--- config.mk ---
export PLATFORM = sky130hd
export DESIGN_NAME = hp_serr_stat
export DESIGN_NICKNAME = d
export VERILOG_FILES = /design/src/rtl/hp_serr_pkg.sv /design/src/rtl/hp_serr_cause_gate.sv /design/src/rtl/hp_serr_w1c_cell.sv /design/src/rtl/hp_serr_release.sv /design/src/rtl/hp_serr_req_agg.sv /design/src/rtl/hp_serr_stat.sv
export SDC_FILE = /design/constraint.sdc
export NUM_CORES = 1
export LEC_CHECK = 0
export BUFFER_PORTS_ARGS = -buffer_cell sky130_fd_sc_hd__buf_4
export CORE_MARGIN = 2
export CORE_UTILIZATION = 33
export CTS_BUF_LIST = sky130_fd_sc_hd__clkbuf_8
export CTS_CLUSTER_DIAMETER = 60
export DETAILED_ROUTE_END_ITERATION = 8
export GPL_TIMING_DRIVEN = 1
export PLACE_DENSITY = 0.86
export SYNTH_ARGS = -nofsm -noshare
export SYNTH_HDL_FRONTEND = slang
export SYNTH_SLANG_ARGS = --single-unit
--- constraint.sdc ---
create_clock -name clk -period 0.9 [get_ports clk]
set_input_delay 0.18 -clock clk [delete_from_list [all_inputs] [get_ports clk]]
set_output_delay 0.18 -clock clk [all_outputs]
set_load 0.05 [all_outputs]
--- src/rtl/hp_serr_pkg.sv ---
package hp_serr_pkg;
  localparam int REG_W   = 24;
  localparam int BE_W    = REG_W / 8;
  localparam int SW_LSB  = 0;   // switch-change field base
  localparam int PF_LSB  = 8;   // power-fault field base
  localparam int ARB_POS = 23;  // arbitration time-out bit

  // Expand byte enables into a per-bit write mask.
  function automatic logic [REG_W-1:0] lane_mask(input logic [BE_W-1:0] be);
    logic [REG_W-1:0] m;
    for (int b = 0; b < REG_W; b++) m[b] = be[b/8];
    return m;
  endfunction

  // Bits that hold real status for a given slot count.
  function automatic logic [REG_W-1:0] impl_mask(input int slots);
    logic [REG_W-1:0] m;
    m = '0;
    for (int i = 0; i < slots; i++) begin
      m[SW_LSB+i] = 1'b1;
      m[PF_LSB+i] = 1'b1;
    end
    m[ARB_POS] = 1'b1;
    return m;
  endfunction
endpackage

--- src/rtl/hp_serr_cause_gate.sv ---
module hp_serr_cause_gate
  import hp_serr_pkg::*;
#(
  parameter int NUM_SLOTS = 6
) (
  input  logic                 arb_evt,
  input  logic [NUM_SLOTS-1:0] pf_evt,
  input  logic [NUM_SLOTS-1:0] conn,
  input  logic                 pf_func_en,
  input  logic                 pf_serr_en,
  input  logic [NUM_SLOTS-1:0] sw_evt,
  input  logic [NUM_SLOTS-1:0] sw_redir,
  input  logic [NUM_SLOTS-1:0] sw_mask,
  output logic [REG_W-1:0]     set_o
);
  logic pf_armed;
  assign pf_armed = pf_func_en & pf_serr_en;

  always_comb begin
    set_o = '0;
    set_o[ARB_POS] = arb_evt;
    for (int i = 0; i < NUM_SLOTS; i++) begin
      set_o[PF_LSB+i] = pf_evt[i] & conn[i] & pf_armed;
      set_o[SW_LSB+i] = sw_evt[i] & sw_redir[i] & ~sw_mask[i];
    end
  end
endmodule

--- src/rtl/hp_serr_w1c_cell.sv ---
module hp_serr_w1c_cell (
  input  logic clk,
  input  logic rst_n,
  input  logic set_i,
  input  logic clr_i,
  output logic q_o
);
  always_ff @(posedge clk) begin
    if (!rst_n)      q_o <= 1'b0;
    else if (set_i)  q_o <= 1'b1;   // set has priority
    else if (clr_i)  q_o <= 1'b0;
  end

  a_r6_set_wins: assert property (@(posedge clk) disable iff (!rst_n)
    set_i |=> q_o);
  a_r5_clear_takes: assert property (@(posedge clk) disable iff (!rst_n)
    (clr_i && !set_i) |=> !q_o);
  a_r11_hold: assert property (@(posedge clk) disable iff (!rst_n)
    (!set_i && !clr_i) |=> $stable(q_o));
endmodule

--- src/rtl/hp_serr_release.sv ---
module hp_serr_release #(
  parameter int NUM_SLOTS = 6
) (
  input  logic                 clk,
  input  logic                 rst_n,
  input  logic [NUM_SLOTS-1:0] held_i,
  input  logic [NUM_SLOTS-1:0] clr_i,
  input  logic [NUM_SLOTS-1:0] set_i,
  output logic [NUM_SLOTS-1:0] strobe_o
);
  // A strobe only when a held bit is really cleared this cycle.
  always_ff @(posedge clk) begin
    if (!rst_n) strobe_o <= '0;
    else        strobe_o <= held_i & clr_i & ~set_i;
  end

  a_r9_single_pulse: assert property (@(posedge clk) disable iff (!rst_n)
    (strobe_o != '0) |=> ((strobe_o & $past(strobe_o)) == '0));
endmodule

--- src/rtl/hp_serr_req_agg.sv ---
module hp_serr_req_agg #(
  parameter int W = 24
) (
  input  logic         clk,
  input  logic         rst_n,
  input  logic [W-1:0] status_i,
  output logic         req_o
);
  always_ff @(posedge clk) begin
    if (!rst_n) req_o <= 1'b0;
    else        req_o <= |status_i;
  end

  a_r8_req_rises: assert property (@(posedge clk) disable iff (!rst_n)
    (status_i != '0) |=> req_o);
  a_r8_req_drops: assert property (@(posedge clk) disable iff (!rst_n)
    (status_i == '0) |=> !req_o);
endmodule

--- src/rtl/hp_serr_stat.sv ---
module hp_serr_stat
  import hp_serr_pkg::*;
#(
  parameter int NUM_SLOTS = 6
) (
  input  logic                 clk,
  input  logic                 rst_n,
  input  logic                 arb_timeout_evt,
  input  logic [NUM_SLOTS-1:0] pf_fault_evt,
  input  logic [NUM_SLOTS-1:0] slot_connected,
  input  logic                 pf_func_en,
  input  logic                 pf_serr_en,
  input  logic [NUM_SLOTS-1:0] sw_change_evt,
  input  logic [NUM_SLOTS-1:0] sw_redirect,
  input  logic [NUM_SLOTS-1:0] sw_int_mask,
  input  logic                 reg_wr_en,
  input  logic [BE_W-1:0]      reg_wr_be,
  input  logic [REG_W-1:0]     reg_wr_data,
  output logic [REG_W-1:0]     reg_rd_data,
  output logic                 serr_req,
  output logic [NUM_SLOTS-1:0] sw_latch_clr
);
  localparam logic [REG_W-1:0] IMPL = impl_mask(NUM_SLOTS);

  logic [REG_W-1:0] set_vec;
  logic [REG_W-1:0] wclr;
  logic [REG_W-1:0] stat_q;
  logic             unused_rsvd;

  assign wclr = reg_wr_en ? (reg_wr_data & lane_mask(reg_wr_be)) : '0;
  assign unused_rsvd = ^{wclr & ~IMPL, set_vec & ~IMPL};

  hp_serr_cause_gate #(.NUM_SLOTS(NUM_SLOTS)) u_gate (
    .arb_evt    (arb_timeout_evt),
    .pf_evt     (pf_fault_evt),
    .conn       (slot_connected),
    .pf_func_en (pf_func_en),
    .pf_serr_en (pf_serr_en),
    .sw_evt     (sw_change_evt),
    .sw_redir   (sw_redirect),
    .sw_mask    (sw_int_mask),
    .set_o      (set_vec)
  );

  for (genvar b = 0; b < REG_W; b++) begin : g_bit
    if (IMPL[b]) begin : g_cell
      hp_serr_w1c_cell u_cell (
        .clk   (clk),
        .rst_n (rst_n),
        .set_i (set_vec[b]),
        .clr_i (wclr[b]),
        .q_o   (stat_q[b])
      );
    end else begin : g_rsvd
      assign stat_q[b] = 1'b0;
    end
  end

  assign reg_rd_data = stat_q;

  hp_serr_release #(.NUM_SLOTS(NUM_SLOTS)) u_release (
    .clk      (clk),
    .rst_n    (rst_n),
    .held_i   (stat_q[SW_LSB +: NUM_SLOTS]),
    .clr_i    (wclr[SW_LSB +: NUM_SLOTS]),
    .set_i    (set_vec[SW_LSB +: NUM_SLOTS]),
    .strobe_o (sw_latch_clr)
  );

  hp_serr_req_agg #(.W(REG_W)) u_agg (
    .clk      (clk),
    .rst_n    (rst_n),
    .status_i (stat_q),
    .req_o    (serr_req)
  );

  // a release strobe can only follow a register write
  a_r9_strobe_needs_write: assert property (@(posedge clk) disable iff (!rst_n)
    (sw_latch_clr != '0) |-> $past(reg_wr_en));
  // clearing only power-fault bits never releases a switch latch
  a_r10_pf_clear_quiet: assert property (@(posedge clk) disable iff (!rst_n)
    (reg_wr_en && (wclr[SW_LSB +: NUM_SLOTS] == '0)) |=> (sw_latch_clr == '0));
endmodule

=== Word level (Yosys, flattened, before mapping) ===
Index checks and enable logic that the tools add are counted.

* Bits in registers: 20
* Bits in latches: 0
* Bits in writable memories: 0
* Bits in read-only memories: 0
* Input bits: 63
* Output and inout port bits: 31
* Memories kept: 0

* Add/subtract/negate cells: 0
* Multipliers: 0
* Divide/modulo/power cells: 0
* $lt $le $gt $ge: 0
* Equal/unequal tests: 0
* Shifts and indexed selects: 0
* Multiplexer cells: 27
* Bitwise operators: 35
* Reduce and logical (&&, ||, !) cells: 14

{| class="wikitable"
|+ Operators by type and width
! kind !! number
|-
| $mux 1 || 26
|-
| $reduce_bool 2->1 || 13
|-
| $and 1x1->1 || 25
|-
| $and 24x24->24 || 1
|-
| $mux 24 || 1
|-
| $reduce_or 13->1 || 1
|-
| $and 6x6->6 || 2
|-
| $not 1->1 || 6
|-
| $not 6->6 || 1
|}

=== Longest topological paths before layout ===
Gate-level depths: netlist of run 1.

* Word-level depth: 4
* Gate-level depth with buffers: 4
* Gate-level depth less buffers: 3

=== By module ===
A second synthesis of run 1 with hierarchy kept.

* Cells, all modules: 112
* Area, all modules: 1179.9 um^2

{| class="wikitable"
|+ Modules (own cells, without submodules)
! module !! times used !! cells each !! area each (um^2) !! sequential area each (um^2)
|-
| hp_serr_w1c_cell || 13 || 3 || 41.3 || 20.0
|-
| hp_serr_cause_gate || 1 || 25 || 198.9 || 0.0
|-
| hp_serr_stat || 1 || 26 || 182.7 || 0.0
|-
| hp_serr_release || 1 || 12 || 180.2 || 120.1
|-
| hp_serr_req_agg || 1 || 10 || 81.3 || 20.0
|}

=== Worst setup path before layout of run 1 ===
OpenSTA, ideal clock, no wires.

* Kind: register -> register
* Start point: reg g_bit[10].g_cell.u_cell.q_o
* End point: reg u_agg.req_o
* Arrival: 670 ps
* Data required time: 761 ps
* Path slack: 91 ps
* Stages on the path, launching flop included: 3
* Clock period less this slack: 809 ps
* Cells stage by stage: dfxtp_1 nor4_1 a41oi_1

* Word-level cells in the longest chain between the ends: 1

{| class="wikitable"
|+ RTL lines
! what !! line !! RTL
|-
| from (decl) || hp_serr_w1c_cell.sv:6 || <nowiki>output logic q_o</nowiki>
|-
| from (signal assigned) || hp_serr_w1c_cell.sv:9 || <nowiki>if (!rst_n) q_o <= 1'b0;</nowiki>
|-
| from (signal assigned) || hp_serr_w1c_cell.sv:10 || <nowiki>else if (set_i) q_o <= 1'b1;</nowiki>
|-
| from (signal assigned) || hp_serr_w1c_cell.sv:11 || <nowiki>else if (clr_i) q_o <= 1'b0;</nowiki>
|-
| $reduce_or 13->1 || hp_serr_req_agg.sv:11 || <nowiki>else req_o <= |status_i;</nowiki>
|-
| to (signal assigned) || hp_serr_req_agg.sv:11 ||
|-
| to (decl) || hp_serr_req_agg.sv:7 || <nowiki>output logic req_o</nowiki>
|}

Every way passes these cells.
A chain may end at the register's enable or synchronous reset.

=== Worst setup path after layout of run 1 ===
* Start point: reg g_bit[12].g_cell.u_cell.q_o
* End point: out reg_rd_data[12]

{| class="wikitable"
|+ RTL lines
! what !! line !! RTL
|-
| from (decl) || hp_serr_w1c_cell.sv:6 ||
|-
| from (signal assigned) || hp_serr_w1c_cell.sv:9 ||
|-
| from (signal assigned) || hp_serr_w1c_cell.sv:10 ||
|-
| from (signal assigned) || hp_serr_w1c_cell.sv:11 ||
|-
| to (decl) || hp_serr_stat.sv:19 || <nowiki>output logic [REG_W-1:0] reg_rd_data,</nowiki>
|}

No word-level cell between the ends.

==> flow_summary.ini, run 1 <==
[global_routing]
grt.busiest_layer = met2
first_global_vias = 1006
met2_usage_pct = 29.5
gr-total-overflow = 0
use_met1_pct = 17.1
grt_start_max_net_pins = 15
grt_usage_pct = 15.8
grt_pass1_wl_um = 4130
antenna_found_initial = 0
met3_usage_pct = 4.69

[power_and_ir_drop]
pwr-share-comb_pct = 28.7
ir_drop_v = 0.000981
p_seq_share_pct = 41.9
netSwitchingFraction_pct = 28.9
p_int_w = 0.00160
switchingPower_w = 0.000652
power_leakage_nw = 0.786
p_clk_share_pct = 29.3
p_per_area_nw_per_um2 = 1300

[timing]
rsz0062_at_grt = true
maxSlewViolCount = 0
finalHoldViolCount = 0
period_minus_slack_ns = 1.01
finalCritPeriodShare_pct = 112
finalClockSkew_ns = 0.00109
setup_slack_ns = -0.109
fmax_ghz = 0.992
finalSetupViolCount = 20
hold_slack_ns = 0.163

[worst_setup_path]
critPathTopFamily = flip-flops
worst-path-buf-inv = 2
crit_path_max_incr_delay_ns = 0.33
cp_cell_sequence = buf_6 > buf_8
worstSetupEndpointType = output port
criticalPathCategory = flop to output port
worstPathRequired_ns = 0.72
crit_fanout = 2
start_kind = flop
crit_slowest_cell = dfxtp_2
critPathArrivalTime_ns = 0.83

[floorplan]
die_h_um = 58.2
die_area_um2 = 3390
start_util_pct = 34.9
coreArea_um2 = 2780
num_rows = 19
die_w_um = 58.2
ios = 94

[run_status]
status = finished with violations
violations = negative setup slack

[route]
wl_per_cell_um = 12.9
ant_nets = 0
firstDrtPassIters = 4
via_per_inst = 4.88
wl_um = 2790
first_iter_violations = 32
route.detailed.drc = 0
vias = 1055

[cells_and_area]
syn_to_final_growth_pct = 79.2
drive_gt1_share_pct = 60.0
nets = 249
utilization_pct = 62.5
final_cells = 216
antennaDiodeCount = 0

[clock_network]
clock-root-buffer = clkbuf_8
htree_levels = 1
clkSinkCount = 20
clk_path_buf_depth = 2
cts_tree = yes
clkTransAtPathRegs_ns = 0.07
cts_buffers = 3
clk_latency_ns = 0.25

[logic_synthesis]
synth-edff-count = 0
ys_warn_count = 0
ys_dominant_reg_cell = dfxtp_1
ys_seq_elements = 20
async_flop_share_pct = 0
seq_area_frac_synth_pct = 41.3
yosysUniqueCellTypes = 18
syn_inst = 113
netlist_area_um2 = 970
syn_area_per_cell_um2 = 8.58

[placed_design]
dp.cells = 204
gp_congestion = 0.681
dp_slack_ns = -0.0390
hpwl_um = 2040
io_buffer_count = 71

[flow_run]
max_cap_viol_count = 0

[hold_path]
min_path_type = primary input to flop
worst register-to-register path: cells and delay by family (launching register included):
family	cells	cell delay [ns]
flops	1	0.33
compound gates	1	0.15
simple gates	1	0.32
power by group through the flow:
stage          sequential (W)  combinational [W]  clock (W)
5_1_grt              0.000951           0.000684   0.000729
2_1_floorplan        0.000980           0.000356          0
3_5_place_dp         0.000964           0.000568          0
6_report             0.000947           0.000649   0.000662
4_1_cts              0.000948           0.000644   0.000675
3_3_place_gp         0.000963           0.000562          0
cell usage in the layout, fill, tap and decap left out:
cell and n:
a21oi_1 7, a32oi_1 6, a41oi_1 1, and2_1 1, buf_4 62, buf_6 5
buf_8 18, clkbuf_8 4, conb_1 11, dfxtp_2 14, dfxtp_4 6, inv_1 1
nand2_1 12, nand3_1 13, nand3_2 1, nand3b_1 6, nor2_1 8, nor3_1 1
nor3b_1 6, nor4_1 1, nor4_2 1
synth_stat cells, types with 2 or more instances:
library cell	n	area share [%]
dfxtp_1	20	41
nand3b_1	6	4.6
buf_2	2	1.0
nand2_1	12	4.6
nor4_1	2	1.3
nand3_1	13	6.7
a32oi_1	6	5.4
a21oi_1	7	3.6
buf_4	24	19
nor2_1	8	3.1
nor3b_1	6	4.6
cell families after synthesis:
group                  Yosys count  share of synthesized area, %
AO/OA/AOI/OAI                   14                          9.94
buffers and inverters           28                          21.2
flip-flops                      20                          41.3
other                            1                         0.387
AND/OR/NAND/NOR                 50                          27.2
sequential cells by signal, indices dropped and copies added, names as in the netlist:
name	flops
g_bit.g_cell.u_cell.q_o	13
u_release.strobe_o	6
u_agg.req_o	1
final timing paths:
| path | slack [ns] | depth (start not counted) | from | end |
|---|---|---|---|---|
| worst min-delay path | 0.16 | 3 | arb_timeout_evt | g_bit[23].g_cell.u_cell.q_o$_SDFFE_PN0P_ |
| worst max-delay path | -0.11 | 2 | g_bit[12].g_cell.u_cell.q_o$_SDFFE_PN0P_ | reg_rd_data[12] |
| worst max register to register | -0.03 | 2 | g_bit[10].g_cell.u_cell.q_o$_SDFFE_PN0P_ | u_agg.req_o$_SDFF_PN0_ |
| worst min register to register | 0.50 | 2 | g_bit[4].g_cell.u_cell.q_o$_SDFFE_PN0P_ | u_release.strobe_o[4]$_SDFF_PN0_ |
final cells by class:
type	instances	area, um2
Clock buffer	4	55.1
Fill cell	246	1040
Inverter	1	3.75
Multi-Input combinational cell	75	408
Sequential cell	20	440
Tap cell	31	38.8
Timing Repair Buffer	85	792
what timing repair did:
item                                    4_1_cts  5_1_grt
endpoints found under the setup margin       21       21
hold buffers                                  0        0
pin swaps                                     2        0
buffers inserted                              7        1
gates resized for setup                      66        2
metal layers:
metal  share of wire (%)  vias up  wire length, um
met4                0.36        0               10
met3                  13        2              355
met2                  49       74             1380
met5                   0        -                0
met1                  38      476             1050
li1                    -      503                -
stage by stage:
stage | total power [W] | setup TNS, ns | instance area [um2]
floorplan | 0.00134 | 0 | 1010
global placement | 0.00152 | -0.0387 | 1420
detailed placement | 0.00153 | -0.0716 | 1420
CTS | 0.00227 | -0.854 | 1720
global route | 0.00236 | -1.39 | 1740
finish | 0.00226 | -0.724 | 1740
Note: power is estimated with default switching activity, not from simulation.
==> run 2: changes to the inputs <==
--- a/config.mk
+++ b/config.mk
@@ -5,11 +5,13 @@
 export SDC_FILE = /design/constraint.sdc
 export NUM_CORES = 1
 export LEC_CHECK = 0
+export ABC_AREA = 1
 export BUFFER_PORTS_ARGS = -buffer_cell sky130_fd_sc_hd__buf_4
 export CORE_MARGIN = 2
-export CORE_UTILIZATION = 33
-export CTS_BUF_LIST = sky130_fd_sc_hd__clkbuf_8
+export CORE_UTILIZATION = 34
+export CTS_BUF_LIST = sky130_fd_sc_hd__clkbuf_2
 export CTS_CLUSTER_DIAMETER = 60
+export CTS_CLUSTER_SIZE = 25
 export DETAILED_ROUTE_END_ITERATION = 8
 export GPL_TIMING_DRIVEN = 1
 export PLACE_DENSITY = 0.86
==> run 2 against run 1 <==
Wire length down 3.4%. Register-to-register slack about the same. Utilization down 2.6 points. The flow still finishes with violations (negative setup slack). Area after synthesis up 7.2%. Global-route usage down 0.27 points. Clock-buffer cell count down 1. Clock skew up 0.0060 ns. Sequential cell count unchanged. Critical path type unchanged. Design area up 2.6%. Critical path depth down 1. Sequential share of layout area down 1.2 points.
==> flow_summary.ini, run 2 <==
[route]
vias = 1071
route.detailed.drc = 0
first_iter_violations = 19
wl_um = 2700
firstDrtPassIters = 4
ant_nets = 0
wl_per_cell_um = 11.5
via_per_inst = 4.56

[flow_run]
max_cap_viol_count = 0

[worst_setup_path]
critPathTopFamily = flip-flops
crit_slowest_cell = dfxtp_2
critPathArrivalTime_ns = 0.85
worstSetupEndpointType = output port
crit_fanout = 2
r2r_setup_slack_ns = -0.04
criticalPathCategory = flop to output port
worst-path-buf-inv = 1
worstPathRequired_ns = 0.72
start_kind = flop
crit_path_max_incr_delay_ns = 0.40
cp_cell_sequence = buf_8

[run_status]
violations = negative setup slack
status = finished with violations

[logic_synthesis]
synthSimpleGateAreaFrac_pct = 31.9
syn_area_per_cell_um2 = 8.00
synth_xor_xnor_area_share_pct = 0
synth_top_cell_by_area = dfxtp_1
yosysMostFrequentCell = buf_4
ys_seq_elements = 20
syn_inst = 130
async_flop_share_pct = 0
ys_warn_count = 0
seq_area_frac_synth_pct = 38.5
synth_top_area_share_pct = 38.5
yosysUniqueCellTypes = 17
synth_top_family_by_area = simple AND/OR/NAND/NOR gates
synth_adder_area_share_pct = 0
yosys-top-cells-count = buf_4, nand2_1, dfxtp_1
ys_dominant_reg_cell = dfxtp_1
netlist_area_um2 = 1040
synth-edff-count = 0
synth_compound_gate_area_share_pct = 8.54
synthTopCellsByArea = dfxtp_1, buf_4, nand2_1, nor2_1, nand3_1
synthMuxAreaShare_pct = 0

[clock_network]
clkTransAtPathRegs_ns = 0.19
cts_buffers = 3
clk_latency_ns = 0.31
cts_tree = yes
htree_levels = 1
clk_path_buf_depth = 2
clkSinkCount = 20
clock-root-buffer = clkbuf_2

[power_and_ir_drop]
netSwitchingFraction_pct = 33.9
pwr-share-comb_pct = 34.7
switchingPower_w = 0.000684
p_int_w = 0.00133
power_leakage_nw = 0.841
ir_drop_v = 0.000386
p_per_area_nw_per_um2 = 1130
p_clk_share_pct = 18.3
p_seq_share_pct = 47.0

[placed_design]
hpwl_um = 1980
postPlaceCellArea_um2 = 1460
io_buffer_count = 71
gp_congestion = 0.679

[floorplan]
die_h_um = 59.3
die_area_um2 = 3520
start_util_pct = 34.9
ios = 94
coreArea_um2 = 2980
num_rows = 20
die_w_um = 59.3

[cells_and_area]
regMostFlops = g_bit.g_cell.u_cell.q_o
nets = 266
most-common-layout-cells = buf_4, nand2_1, dfxtp_2
drive_gt1_share_pct = 63.9
syn_to_final_growth_pct = 71.5
largest_reg_flops = 13
fin_area_um2 = 1780
utilization_pct = 59.9
antennaDiodeCount = 0
final_common_cell = buf_4
reg_top3 = g_bit.g_cell.u_cell.q_o x13, u_release.strobe_o x6, u_agg.req_o x1

[timing]
finalHoldViolCount = 0
rsz0062_at_grt = true
maxSlewViolCount = 0
setup_slack_ns = -0.133
finalClockSkew_ns = 0.00713
period_minus_slack_ns = 1.03
hold_slack_ns = 0.0695
finalSetupTns_ns = -2.26
finalSetupViolCount = 21
finalCritPeriodShare_pct = 115
fmax_ghz = 0.968

[hold_path]
min_path_type = primary input to flop

[global_routing]
met2_usage_pct = 30.5
gr-total-overflow = 0
grt_usage_pct = 15.6
antenna_found_initial = 0
grt_start_max_net_pins = 18
met3_usage_pct = 3.28
use_met1_pct = 14.9
grt.busiest_layer = met2
grt_pass1_wl_um = 4110
first_global_vias = 1020
run 2: changes by cell type after synthesis, sizes merged, moves of 2 or more:
cell,before,now
nand2,12,26
nor2,8,18
a21oi,7,14
a32oi,6,0
nor3b,6,0
nand3b,6,3
nand4,0,3
nor3,1,3
nor4,2,0
run 2: repair_timing:
action,4_1_cts,5_1_grt
endpoints found under the hold margin,0,0
buffers inserted,13,0
gates resized for setup,54,18
pin swaps,2,6
hold buffers,0,0
setup endpoints to repair,20,21
run 2: final timing paths:
path,cells after the start,to,startpoint
worst max-delay path,1,reg_rd_data[4],g_bit[4].g_cell.u_cell.q_o$_SDFFE_PN0P_
worst max register to register,5,u_agg.req_o$_SDFF_PN0_,g_bit[3].g_cell.u_cell.q_o$_SDFFE_PN0P_
worst min-delay path,3,g_bit[23].g_cell.u_cell.q_o$_SDFFE_PN0P_,arb_timeout_evt
worst min register to register,3,g_bit[12].g_cell.u_cell.q_o$_SDFFE_PN0P_,g_bit[12].g_cell.u_cell.q_o$_SDFFE_PN0P_
run 2: cells by family (layout without fill, tap and decap cells):
family                 count (synthesis)  after routing
AOI/OAI and AO/OA                     14             14
other                                  1             11
DFF                                   20             20
buffers and inverters                 29             91
and+or+nand+nor                       66             66
run 2: power groups by stage:
| stage | combinational [W] | clock (W) | sequential [W] |
|---|---|---|---|
| after floorplan | 0.000390 | 0 | 0.000982 |
| after global placement | 0.000577 | 0 | 0.000963 |
| after detailed placement | 0.000587 | 0 | 0.000963 |
| after CTS | 0.000673 | 0.000366 | 0.000945 |
| after global routing | 0.000743 | 0.000410 | 0.000953 |
| final | 0.000699 | 0.000369 | 0.000948 |
run 2: routing by layer:
| metal | up-vias | wire, um |
|---|---|---|
| li1 | 532 | - |
| met1 | 492 | 906 |
| met2 | 41 | 1570 |
| met3 | 6 | 149 |
| met4 | 0 | 70 |
| met5 | - | 0 |
run 2: per-stage QoR:
step	std cells	power, W	setup slack, ns
after floorplan	140	0.00137	0.133
after global placement	218	0.00154	0.0655
after detailed placement	218	0.00155	0.0588
after CTS	235	0.00198	-0.132
after global routing	235	0.00210	-0.184
final	235	0.00202	-0.133
run 2: final cells by class:
| cell class | instances | area (um2) |
|---|---|---|
| fill | 260 | 1190 |
| sequential | 20 | 430 |
| tap | 33 | 41.3 |
| clock inverter | 1 | 3.75 |
| multi-input combinational | 91 | 497 |
| clock buffer | 3 | 15.0 |
| timing repair buffer | 84 | 777 |
| inverter | 3 | 18.8 |
==> run 3: changes to the inputs <==
--- a/config.mk
+++ b/config.mk
@@ -8,13 +8,14 @@
 export ABC_AREA = 1
 export BUFFER_PORTS_ARGS = -buffer_cell sky130_fd_sc_hd__buf_4
 export CORE_MARGIN = 2
-export CORE_UTILIZATION = 34
+export CORE_UTILIZATION = 38
 export CTS_BUF_LIST = sky130_fd_sc_hd__clkbuf_2
 export CTS_CLUSTER_DIAMETER = 60
 export CTS_CLUSTER_SIZE = 25
 export DETAILED_ROUTE_END_ITERATION = 8
 export GPL_TIMING_DRIVEN = 1
-export PLACE_DENSITY = 0.86
+export HOLD_SLACK_MARGIN = 0.15
+export PLACE_DENSITY = 0.91
 export SYNTH_ARGS = -nofsm -noshare
 export SYNTH_HDL_FRONTEND = slang
 export SYNTH_SLANG_ARGS = --single-unit
==> constraint.sdc (replaced) <==
create_clock -name clk -period 1.1 [get_ports clk]
set_input_delay 0.22 -clock clk [delete_from_list [all_inputs] [get_ports clk]]
set_output_delay 0.22 -clock clk [all_outputs]
set_load 0.05 [all_outputs]
==> run 3 against run 2 <==
The flow now finishes without violations. Sequential power decreased by 19%. Design area decreased by 4.5%. Global-route usage increased by 2.6 points. Cell count unchanged. Power decreased by 19%. Clock skew about the same. Critical path type unchanged. Critical endpoint is now reg_rd_data[1]. Largest cell class unchanged.
==> flow_summary.ini, run 3 (synthesized netlist as in run 2, its figures left out) <==
[power_and_ir_drop]
pwr-share-comb_pct = 33.7
p_seq_share_pct = 47.4
p_int_w = 0.00107
p_per_area_nw_per_um2 = 953
power_leakage_nw = 0.815
ir_drop_v = 0.000775
switchingPower_w = 0.000552
netSwitchingFraction_pct = 34.0
power_w = 0.00162
p_clk_share_pct = 18.9

[cells_and_area]
most-common-layout-cells = buf_4, nand2_1, nor2_1
drive_gt1_share_pct = 53.7
multi_input_area_um2 = 462
final_cells = 235
regMostFlops = g_bit.g_cell.u_cell.q_o
fill_cells = 209
reg_top3 = g_bit.g_cell.u_cell.q_o x13, u_release.strobe_o x6, u_agg.req_o x1
antennaDiodeCount = 0
nets = 269
largest_reg_flops = 13
final_common_cell = buf_4
seqCellArea_um2 = 425
syn_to_final_growth_pct = 63.8
utilization_pct = 66.9

[clock_network]
clock-root-buffer = clkbuf_2
cts_buffers = 3
htree_levels = 1
clkTransAtPathRegs_ns = 0.19
clkSinkCount = 20
clk_latency_ns = 0.31
clk_path_buf_depth = 2
cts_tree = yes

[timing]
fmax_ghz = 0.924
finalSetupViolCount = 0
finalClockSkew_ns = 0.00722
hold_slack_ns = 0.155
period_minus_slack_ns = 1.08
finalHoldViolCount = 0
finalCritPeriodShare_pct = 98.4
rsz0062_at_grt = true
maxSlewViolCount = 0

[route]
firstDrtPassIters = 4
wl_met1_um = 966
wl_um = 2780
via_per_inst = 4.50
wl_met3_um = 150
ant_nets = 0
vias = 1058
first_iter_violations = 30
route.detailed.drc = 0
dr.max_layer_used = met4
wl_per_cell_um = 11.8
dr_wl_met2_um = 1560

[worst_setup_path]
worstSetupEndpointType = output port
crit_fanout = 3
criticalPathCategory = flop to output port
worst-path-buf-inv = 1
worstPathRequired_ns = 0.88
cp_cell_sequence = buf_8
critPathTopFamily = flip-flops
crit_slowest_cell = dfxtp_4
start_kind = flop
r2r-start = g_bit[4].g_cell.u_cell.q_o$_SDFFE_PN0P_
crit_start = g_bit[1].g_cell.u_cell.q_o$_SDFFE_PN0P_
critPathArrivalTime_ns = 0.86
crit_path_max_incr_delay_ns = 0.41

[floorplan]
start_util_pct = 40.9
num_rows = 18
coreArea_um2 = 2540
die_area_um2 = 3170
die_w_um = 56.3
die_h_um = 56.3
ios = 94

[placed_design]
hpwl_um = 1990
dp.cells = 215
gp_congestion = 0.710
io_buffer_count = 71

[hold_path]
min_path_type = primary input to flop
hold_start = pf_fault_evt[2]

[global_routing]
antenna_found_initial = 0
gr-total-overflow = 0
grt_pass1_wl_um = 4580
first_global_vias = 1063
grt_usage_pct = 18.2
grt_start_max_net_pins = 18

[run_status]
status = finished, final reports clean

[flow_run]
max_cap_viol_count = 0
## run 3: changes by cell type in the layout (fill, tap and decap cells not counted), moves of 4 or more
cell,delta
dlygate4sd3_1,+8
dfxtp_1,+6
buf_8,-15
dfxtp_2,-7
nor2_1,+7
nor2_2,-4
buf_6,+9
## run 3: stage by stage
step	area, um2	setup slack, ns	TNS [ns]
after floorplan	1080	0.293	0
after global placement	1450	0.233	0
final	1700	0.0178	0
after detailed placement	1450	0.209	0
after global routing	1700	-0.00889	-0.0155
after CTS	1650	-0.00476	-0.00476
## run 3: layout make-up
cell class	count	area share, %
clock buffers	3	0.882
clock inverters	1	0.220
inverters	3	1.10
multi-input cells	91	27.1
flip-flops and latches	20	25.0
well taps	30	2.20
repair buffers	87	43.5
## run 3: metal layers
layer	track usage, %	vias up
li1	-	539
met1	19.4	467
met2	33.8	42
met3	2.53	10
met4	10.2	0
met5	0	-
## run 3: path summary, 6_finish.rpt
check,end,slack (ns),cells after the start
worst max-delay path,reg_rd_data[1],0.02,1
worst max register to register,u_agg.req_o$_SDFF_PN0_,0.14,5
worst min-delay path,g_bit[10].g_cell.u_cell.q_o$_SDFFE_PN0P_,0.15,3
worst min register to register,g_bit[10].g_cell.u_cell.q_o$_SDFFE_PN0P_,0.50,2
## run 3: worst register-to-register path, stage by stage (launching register included)
cell     delay [ns]
dfxtp_2        0.37
buf_4          0.13
nor2_1         0.10
nand2_1        0.07
nor2_1         0.14
a21oi_2        0.06
## run 3: timing repair
action	CTS	global route
hold endpoints to repair	9	0
setup endpoints to repair	13	11
resized for setup	26	9
hold buffers	8	0
setup buffers	4	4
## run 3: power by group through the flow
stage | Combinational [W] | Sequential, W | Clock, W
detailed placement | 0.000479 | 0.000788 | 0
finish | 0.000547 | 0.000770 | 0.000306
global route | 0.000587 | 0.000774 | 0.000329
CTS | 0.000532 | 0.000774 | 0.000306
global placement | 0.000473 | 0.000787 | 0
floorplan | 0.000319 | 0.000803 | 0
